===== src/rtl/nms_pkg.sv =====
package nms_pkg;
  parameter int unsigned FW  = 12;      // active/blank/offset/width field
  parameter int unsigned PW  = 16;      // pixel clock field
  localparam int unsigned SW  = FW + 2; // derived sums, no wrap
  localparam int unsigned PCW = PW + 4; // pclk * 10

  localparam logic [1:0] SYNC_POL_VALID = 2'd3;

  typedef struct packed {
    logic [PW-1:0] pclk;
    logic [FW-1:0] h_act, h_blank, h_off, h_wid;
    logic [FW-1:0] v_act, v_blank, v_off, v_wid;
    logic [1:0]    sync_type;
    logic [1:0]    misc;
    logic          interlace;
  } desc_t;

  typedef struct packed {
    logic [PCW-1:0] pclk_x10;
    logic [FW-1:0]  h_act;
    logic [SW-1:0]  h_ss, h_se, h_tot;
    logic [FW-1:0]  v_act;
    logic [SW-1:0]  v_ss, v_se, v_tot;
    logic           hpos, vpos, il;
  } mode_t;
endpackage


===== src/rtl/nms_axis_derive.sv =====
module nms_axis_derive #(
  parameter int unsigned FW = 12,
  parameter int unsigned SW = FW + 2
) (
  input  logic [FW-1:0] act_i,
  input  logic [FW-1:0] blank_i,
  input  logic [FW-1:0] off_i,
  input  logic [FW-1:0] wid_i,
  output logic [SW-1:0] ss_o,
  output logic [SW-1:0] se_o,
  output logic [SW-1:0] tot_o
);
  always_comb begin
    ss_o  = SW'(act_i) + SW'(off_i);
    se_o  = ss_o + SW'(wid_i);
    tot_o = SW'(act_i) + SW'(blank_i);
  end
endmodule


===== src/rtl/nms_mode_derive.sv =====
module nms_mode_derive
  import nms_pkg::*;
(
  input  desc_t desc_i,
  output mode_t mode_o
);
  logic [FW-1:0] act [2];
  logic [FW-1:0] blk [2];
  logic [FW-1:0] off [2];
  logic [FW-1:0] wid [2];
  logic [SW-1:0] ss  [2];
  logic [SW-1:0] se  [2];
  logic [SW-1:0] tot [2];

  assign act[0] = desc_i.h_act;   assign act[1] = desc_i.v_act;
  assign blk[0] = desc_i.h_blank; assign blk[1] = desc_i.v_blank;
  assign off[0] = desc_i.h_off;   assign off[1] = desc_i.v_off;
  assign wid[0] = desc_i.h_wid;   assign wid[1] = desc_i.v_wid;

  for (genvar g = 0; g < 2; g++) begin : g_axis
    nms_axis_derive #(.FW(FW), .SW(SW)) u_axis (
      .act_i(act[g]), .blank_i(blk[g]), .off_i(off[g]), .wid_i(wid[g]),
      .ss_o(ss[g]), .se_o(se[g]), .tot_o(tot[g])
    );
  end

  logic pol_en;
  assign pol_en = (desc_i.sync_type == SYNC_POL_VALID);

  always_comb begin
    // x10 as x8 + x2
    mode_o.pclk_x10 = (PCW'(desc_i.pclk) << 3) + (PCW'(desc_i.pclk) << 1);
    mode_o.h_act    = desc_i.h_act;
    mode_o.h_ss     = ss[0];
    mode_o.h_se     = se[0];
    mode_o.h_tot    = tot[0];
    mode_o.v_act    = desc_i.v_act;
    mode_o.v_ss     = ss[1];
    mode_o.v_se     = se[1];
    mode_o.v_tot    = tot[1];
    mode_o.hpos     = pol_en & desc_i.misc[0];
    mode_o.vpos     = pol_en & desc_i.misc[1];
    mode_o.il       = desc_i.interlace;
  end
endmodule


===== src/rtl/nms_mode_keeper.sv =====
module nms_mode_keeper
  import nms_pkg::*;
#(
  parameter int unsigned MAX_DESC = 4
) (
  input  logic  clk_i,
  input  logic  rst_ni,
  input  logic  frame_start_i,
  input  logic  desc_valid_i,
  input  logic  pclk_nz_i,
  input  mode_t cand_i,
  output mode_t best_o
);
  localparam int unsigned CW = $clog2(MAX_DESC + 1);
  localparam logic [CW-1:0] MAX_C = CW'(MAX_DESC);

  logic [CW-1:0] cnt_q, base_cnt;
  logic [FW-1:0] base_h;
  mode_t         best_q;
  logic          slot_ok, take;

  always_comb begin
    base_h   = frame_start_i ? '0 : best_q.h_act;
    base_cnt = frame_start_i ? '0 : cnt_q;
    slot_ok  = desc_valid_i && (base_cnt < MAX_C);
    take     = slot_ok && pclk_nz_i && (cand_i.h_act > base_h);
  end

  always_ff @(posedge clk_i or negedge rst_ni) begin
    if (!rst_ni) begin
      cnt_q  <= '0;
      best_q <= '0;
    end else begin
      if (frame_start_i) begin
        cnt_q  <= '0;
        best_q <= '0;
      end
      if (slot_ok) cnt_q  <= base_cnt + 1'b1;
      if (take)    best_q <= cand_i;
    end
  end

  assign best_o = best_q;

  assert_cnt_bound_R11: assert property (@(posedge clk_i) disable iff (!rst_ni)
    cnt_q <= MAX_C);
  assert_width_monotonic_R3: assert property (@(posedge clk_i) disable iff (!rst_ni)
    !frame_start_i |=> best_q.h_act >= $past(best_q.h_act));
  assert_zero_clk_ignored_R2: assert property (@(posedge clk_i) disable iff (!rst_ni)
    (desc_valid_i && !pclk_nz_i && !frame_start_i) |=> $stable(best_q));
endmodule


===== src/rtl/nms_result_stage.sv =====
module nms_result_stage
  import nms_pkg::*;
#(
  parameter int unsigned MIN_H = 640,
  parameter int unsigned MIN_V = 480
) (
  input  logic  clk_i,
  input  logic  rst_ni,
  input  logic  frame_end_i,
  input  logic  digital_i,
  input  mode_t best_i,
  output mode_t res_o,
  output logic  valid_o,
  output logic  digital_o
);
  logic  ok;
  mode_t res_q;
  logic  valid_q, dig_q;

  assign ok = (best_i.h_act >= FW'(MIN_H)) && (best_i.v_act >= FW'(MIN_V));

  always_ff @(posedge clk_i or negedge rst_ni) begin
    if (!rst_ni) begin
      res_q   <= '0;
      valid_q <= 1'b0;
      dig_q   <= 1'b0;
    end else if (frame_end_i) begin
      res_q   <= ok ? best_i : '0;
      valid_q <= ok;
      dig_q   <= ok & digital_i;
    end
  end

  assign res_o     = res_q;
  assign valid_o   = valid_q;
  assign digital_o = dig_q;

  assert_valid_floor_R7: assert property (@(posedge clk_i) disable iff (!rst_ni)
    valid_q |-> (res_q.h_act >= FW'(MIN_H)) && (res_q.v_act >= FW'(MIN_V)));
  assert_hold_between_ends_R10: assert property (@(posedge clk_i) disable iff (!rst_ni)
    !frame_end_i |=> $stable({res_q, valid_q, dig_q}));
  assert_digital_gated_R8: assert property (@(posedge clk_i) disable iff (!rst_ni)
    !valid_q |-> !dig_q);
  assert_sync_order_R4: assert property (@(posedge clk_i) disable iff (!rst_ni)
    valid_q |-> (res_q.h_se >= res_q.h_ss) && (res_q.v_se >= res_q.v_ss));
endmodule


===== src/rtl/native_mode_sel.sv =====
module native_mode_sel
  import nms_pkg::*;
#(
  parameter int unsigned MAX_DESC = 4,
  parameter int unsigned MIN_H    = 640,
  parameter int unsigned MIN_V    = 480
) (
  input  logic           clk_i,
  input  logic           rst_ni,
  input  logic           frame_start_i,
  input  logic           frame_end_i,
  input  logic           desc_valid_i,
  input  logic [15:0]    pclk_i,
  input  logic [11:0]    h_active_i,
  input  logic [11:0]    h_blank_i,
  input  logic [11:0]    h_sync_off_i,
  input  logic [11:0]    h_sync_width_i,
  input  logic [11:0]    v_active_i,
  input  logic [11:0]    v_blank_i,
  input  logic [11:0]    v_sync_off_i,
  input  logic [11:0]    v_sync_width_i,
  input  logic [1:0]     sync_type_i,
  input  logic [1:0]     misc_i,
  input  logic           interlace_i,
  input  logic           digital_i,
  output logic           valid_o,
  output logic [19:0]    pixel_clock_o,
  output logic [11:0]    h_active_o,
  output logic [13:0]    h_sync_start_o,
  output logic [13:0]    h_sync_end_o,
  output logic [13:0]    h_total_o,
  output logic [11:0]    v_active_o,
  output logic [13:0]    v_sync_start_o,
  output logic [13:0]    v_sync_end_o,
  output logic [13:0]    v_total_o,
  output logic           hsync_pos_o,
  output logic           vsync_pos_o,
  output logic           interlace_o,
  output logic           digital_o
);
  desc_t desc;
  mode_t cand, best, res;

  always_comb begin
    desc.pclk      = pclk_i;
    desc.h_act     = h_active_i;
    desc.h_blank   = h_blank_i;
    desc.h_off     = h_sync_off_i;
    desc.h_wid     = h_sync_width_i;
    desc.v_act     = v_active_i;
    desc.v_blank   = v_blank_i;
    desc.v_off     = v_sync_off_i;
    desc.v_wid     = v_sync_width_i;
    desc.sync_type = sync_type_i;
    desc.misc      = misc_i;
    desc.interlace = interlace_i;
  end

  nms_mode_derive u_derive (.desc_i(desc), .mode_o(cand));

  nms_mode_keeper #(.MAX_DESC(MAX_DESC)) u_keeper (
    .clk_i(clk_i), .rst_ni(rst_ni), .frame_start_i(frame_start_i),
    .desc_valid_i(desc_valid_i), .pclk_nz_i(|pclk_i),
    .cand_i(cand), .best_o(best)
  );

  nms_result_stage #(.MIN_H(MIN_H), .MIN_V(MIN_V)) u_result (
    .clk_i(clk_i), .rst_ni(rst_ni), .frame_end_i(frame_end_i),
    .digital_i(digital_i), .best_i(best), .res_o(res),
    .valid_o(valid_o), .digital_o(digital_o)
  );

  assign pixel_clock_o  = res.pclk_x10;
  assign h_active_o     = res.h_act;
  assign h_sync_start_o = res.h_ss;
  assign h_sync_end_o   = res.h_se;
  assign h_total_o      = res.h_tot;
  assign v_active_o     = res.v_act;
  assign v_sync_start_o = res.v_ss;
  assign v_sync_end_o   = res.v_se;
  assign v_total_o      = res.v_tot;
  assign hsync_pos_o    = res.hpos;
  assign vsync_pos_o    = res.vpos;
  assign interlace_o    = res.il;
endmodule


===== config.mk =====
export PLATFORM = sky130hd
export DESIGN_NAME = native_mode_sel
export DESIGN_NICKNAME = d
export VERILOG_FILES = /design/src/rtl/nms_pkg.sv /design/src/rtl/nms_axis_derive.sv /design/src/rtl/nms_mode_derive.sv /design/src/rtl/nms_mode_keeper.sv /design/src/rtl/nms_result_stage.sv /design/src/rtl/native_mode_sel.sv
export SDC_FILE = /design/constraint.sdc
export NUM_CORES = 1
export LEC_CHECK = 0
export BUFFER_PORTS_ARGS = -buffer_cell sky130_fd_sc_hd__buf_2
export CORE_MARGIN = 5
export CORE_UTILIZATION = 57
export CTS_CLUSTER_SIZE = 16
export DETAILED_ROUTE_END_ITERATION = 8
export PLACE_DENSITY = 0.8
export SYNTH_ARGS = -nofsm -noshare
export SYNTH_HDL_FRONTEND = slang
export SYNTH_HIERARCHICAL = 1
export SYNTH_SLANG_ARGS = --single-unit

===== constraint.sdc =====
create_clock -name clk_i -period 3.7 [get_ports clk_i]
set_clock_uncertainty 0.15 [all_clocks]
set_input_delay 0.555 -clock clk_i [delete_from_list [all_inputs] [get_ports clk_i]]
set_output_delay 0.555 -clock clk_i [all_outputs]
set_load 0.05 [all_outputs]

==> summary.md <==
| Metric | Value |
|---|---|
| Max_slew headroom | `~37%` |
| Ys async rst share | `100%` |
| Starting Density | `a little under three fifths` |
| Crit path max fanout | `4` |
| CTS tree | `done` |
| Core area | `about 0.03 mm^2` |
| Drt first pass iters | `5` |
| Buffers on Ports | `255` |
| Layout fillers | `roughly 2,300` |
| Non-filler cells, final | `~2,300` |
| CP Class | `in -> reg` |
| Maximum vdd drop | `between 0.3 and 0.4 mV` |
| H-tree lvl count | `1` |
| DR WL/cell | `about 18 um` |
| Number of CTS-inserted buffers | `30` |
| CTS max path bufs | `3` |
| GRT Overall Usage | `around a quarter` |
| Ant. Diodes | `0` |
| Worst r2r path cells | `9` |
| RSZ-0062 raised after global routing | `no` |
| Slew @ Worst Pin | `between 0.9 and 1 ns` |
| GR Overflow Total | `0` |
| Final setup fails | `0` |
| GP Congestion | `a little over 0.9` |
| Initial antenna violation count | `0` |
| Pleak | `a little under 10 nW` |
| DP Wirelength | `between 30,000 and 40,000 um` |
| Maximum number of pins on one net before global-route repair | `99` |
| Fin. max-slew vios | `0` |
| Site Rows | `63` |
| Maximum clock rate | `between 200 and 300 MHz` |
| Post-synth EDFFs | `0` |
| Vias | `~13,000` |
| FF+latch area | `~0.0067 mm^2` |
| Postcts setup bufs | `0` |
| Worst-path clk slew | `roughly 0.060 ns` |
| Warnings from Yosys | `6` |
| Number of global-route vias before repair | `12,800` |
| Initial DRC count | `between 700 and 800` |
| HP Class | `in -> reg` |
| First-pass GRT wire length | `approximately 67,000 um` |
| Power, Total | `about 10 mW` |
| DR DRC count | `0` |
| Latest clock arrival within the worst-skew pair | `around 0.55 ns` |
| Syn_area_per_cell | `around 11 um^2` |
| WP data required | `slightly below 4 ns` |
| Final Hold Fails | `0` |
| Die ar. | `between 0.03 and 0.04 mm^2` |
| Min Tclk post-route | `about 3.5 ns` |
| MaxCap Viol Count | `0` |
| Startpoint types | `primary input` |
| Crit path DAT | `between 3 and 4 ns` |
| Status | `finished, final reports clean` |
| Vias per cell | `~5.5` |
| Aggregate routed wire length | `41,300 um` |
| Pwr dens | `roughly 520 mW/mm^2` |
| Mapped Cells | `approximately 1,600` |
| Root buf cell | `clkbuf_16` |
| Netlist cell types | `71` |
| Area leader, netlist | `dfrtp_1` |
| Clk sinks | `267` |
| Final Cell Area | `~0.02 mm^2` |
| Fraction of layout cells with a size suffix above 1 | `between 30% and 40%` |
| Area grow syn2layout | `15.7%` |
| Dpl cells | `around 2,200` |
| Placed cell area | `~0.018 mm^2` |
| Seq/Total Area, Yosys | `a little under 40%` |
| Synth top area share | `roughly two fifths` |
| Largest cells by area after synthesis | `dfrtp_1 39%, ha_1 7.5%, o22ai_2 7.4%` |
| Top post-synthesis cells by count | `267 x dfrtp_1, 173 x inv_1, 150 x nand2_1, 128 x nor2b_1, 101 x ha_1` |
| Syn Std Cell Area | `about 0.017 mm^2` |
| Final worst path period share | `slightly above 90%` |
| Boundary Pins | `approximately 260` |
| FF+latch count, synth | `between 200 and 300` |
| Most common cell in the netlist | `dfrtp_1` |
| Multi-input logic area | `between 0.008 and 0.009 mm^2` |
| Final nets | `between 2,000 and 2,500` |
| Hold Path Depth | `2` |
| DIE HEIGHT | `approximately 180 um` |
| Final ANT Viol Nets | `0` |
| Setup crit end kind | `register` |
| Dominant synthesized flop cell | `dfrtp_1` |
| Die X | `approximately 180 um` |
[worst paths after layout]
check	start	endpoint	slack, ns
max	h_active_i[0]	u_keeper/best_o[83]$_DFFE_PN0P_	0.24
min	interlace_i	u_keeper/best_o[0]$_DFFE_PN0P_	0.11
max reg2reg	u_keeper/best_o[105]$_DFFE_PN0P_	u_keeper/best_o[30]$_DFFE_PN0P_	0.86
min reg2reg	u_keeper/best_o[18]$_DFFE_PN0P_	u_result/res_o[18]$_DFFE_PN0P_	0.36
max in group asynchronous	rst_ni	u_result/res_o[124]$_DFFE_PN0P_	2.06
min in group asynchronous	rst_ni	u_result/res_o[86]$_DFFE_PN0P_	0.50
[metrics by stage]
stage	util, %	setup WS (ns)	TNS (ns)	hold WS (ns)
finish	66.5	0.239	0	0.106
global route	66.5	0.0475	0	0.0907
CTS	66.4	0.264	0	0.0825
detailed placement	62.7	-0.318	-2.13	0.346
global placement	62.7	-0.271	-1.44	0.345
floorplan	-	0.0321	0	0.109
[critical path, stage by stage]
cell and delay [ns]:
buf_2 0.11, ha_1 0.22, fa_1 0.42, a211o_1 0.34, a211oi_1 0.20, nor2_1 0.12, o22ai_1 0.17, xnor2_1 0.12
ha_1 0.24, or4_1 0.50, a21oi_1 0.21, o31ai_1 0.11, xor2_1 0.14, mux2_4 0.27
[where the power goes]
group	total (mW)	switching, mW	internal [mW]
logic	3.39	1.99	1.40
registers	3.60	0.247	3.36
clock network	3.20	1.20	2.00
total	10.2	3.44	6.76
[sequential cells by signal (all words and copies together), names as in the netlist]
signal,cells
u_keeper/best_o,131
u_keeper/cnt_q,3
u_result/digital_o,1
u_result/res_o,131
u_result/valid_o,1
[final cells by class]
cell class | instances | area share, %
multi-input cells | 1067 | 45.1
inverters | 173 | 3.31
repair buffers | 316 | 9.49
flip-flops and latches | 267 | 34.1
well taps | 390 | 2.49
clock inverters | 15 | 1.06
clock buffers | 39 | 4.47
[logic make-up after synthesis]
logic type | count (synthesis) | synth area share [%]
buffers and inverters | 278 | 8.51
adder cells (fa/ha/maj) | 108 | 8.29
XOR/XNOR | 61 | 3.15
flip-flops | 267 | 39.4
other | 3 | 0.0665
multiplexers | 137 | 10.7
AO/OA/AOI/OAI | 329 | 16.9
AND/OR/NAND/NOR | 427 | 12.9
[layer usage]
layer	global-route usage (%)	vias to the layer above	wire, um
li1	-	6018	-
met1	32.8	6109	17900
met2	40.3	340	19800
met3	3.77	79	2280
met4	7.66	0	1390
met5	0	-	0
[layout by cell type (no fill, tap or decap), types with 9 or more instances in the layout]
master     synthesis  routed
a211oi_1          12      12
a21o_1            28      28
a21oi_1           51      51
and3_1             9       9
buf_2              7     252
buf_4             32      53
clkbuf_16          0      31
dfrtp_1          267     267
ha_1             101     101
inv_1            173     173
mux2_2            42      42
mux2_4            79      79
mux2i_1           16      16
nand2_1          150     150
nand2b_1          18      18
nand3_1           17      17
nor2_1            39      39
nor2b_1          128     128
nor3_1            22      22
o21a_1             9       9
o21ai_0           21      21
o22ai_1           37      37
o22ai_2          100     100
xnor2_1           37      37
xor2_1            24      24
[repair_timing]
action	4_1_cts	5_1_grt
resized for setup	0	1
endpoints found under the setup margin	0	1
endpoints found under the hold margin	91	0
hold buffers	1	0
Power figures use the tool's default switching activity.
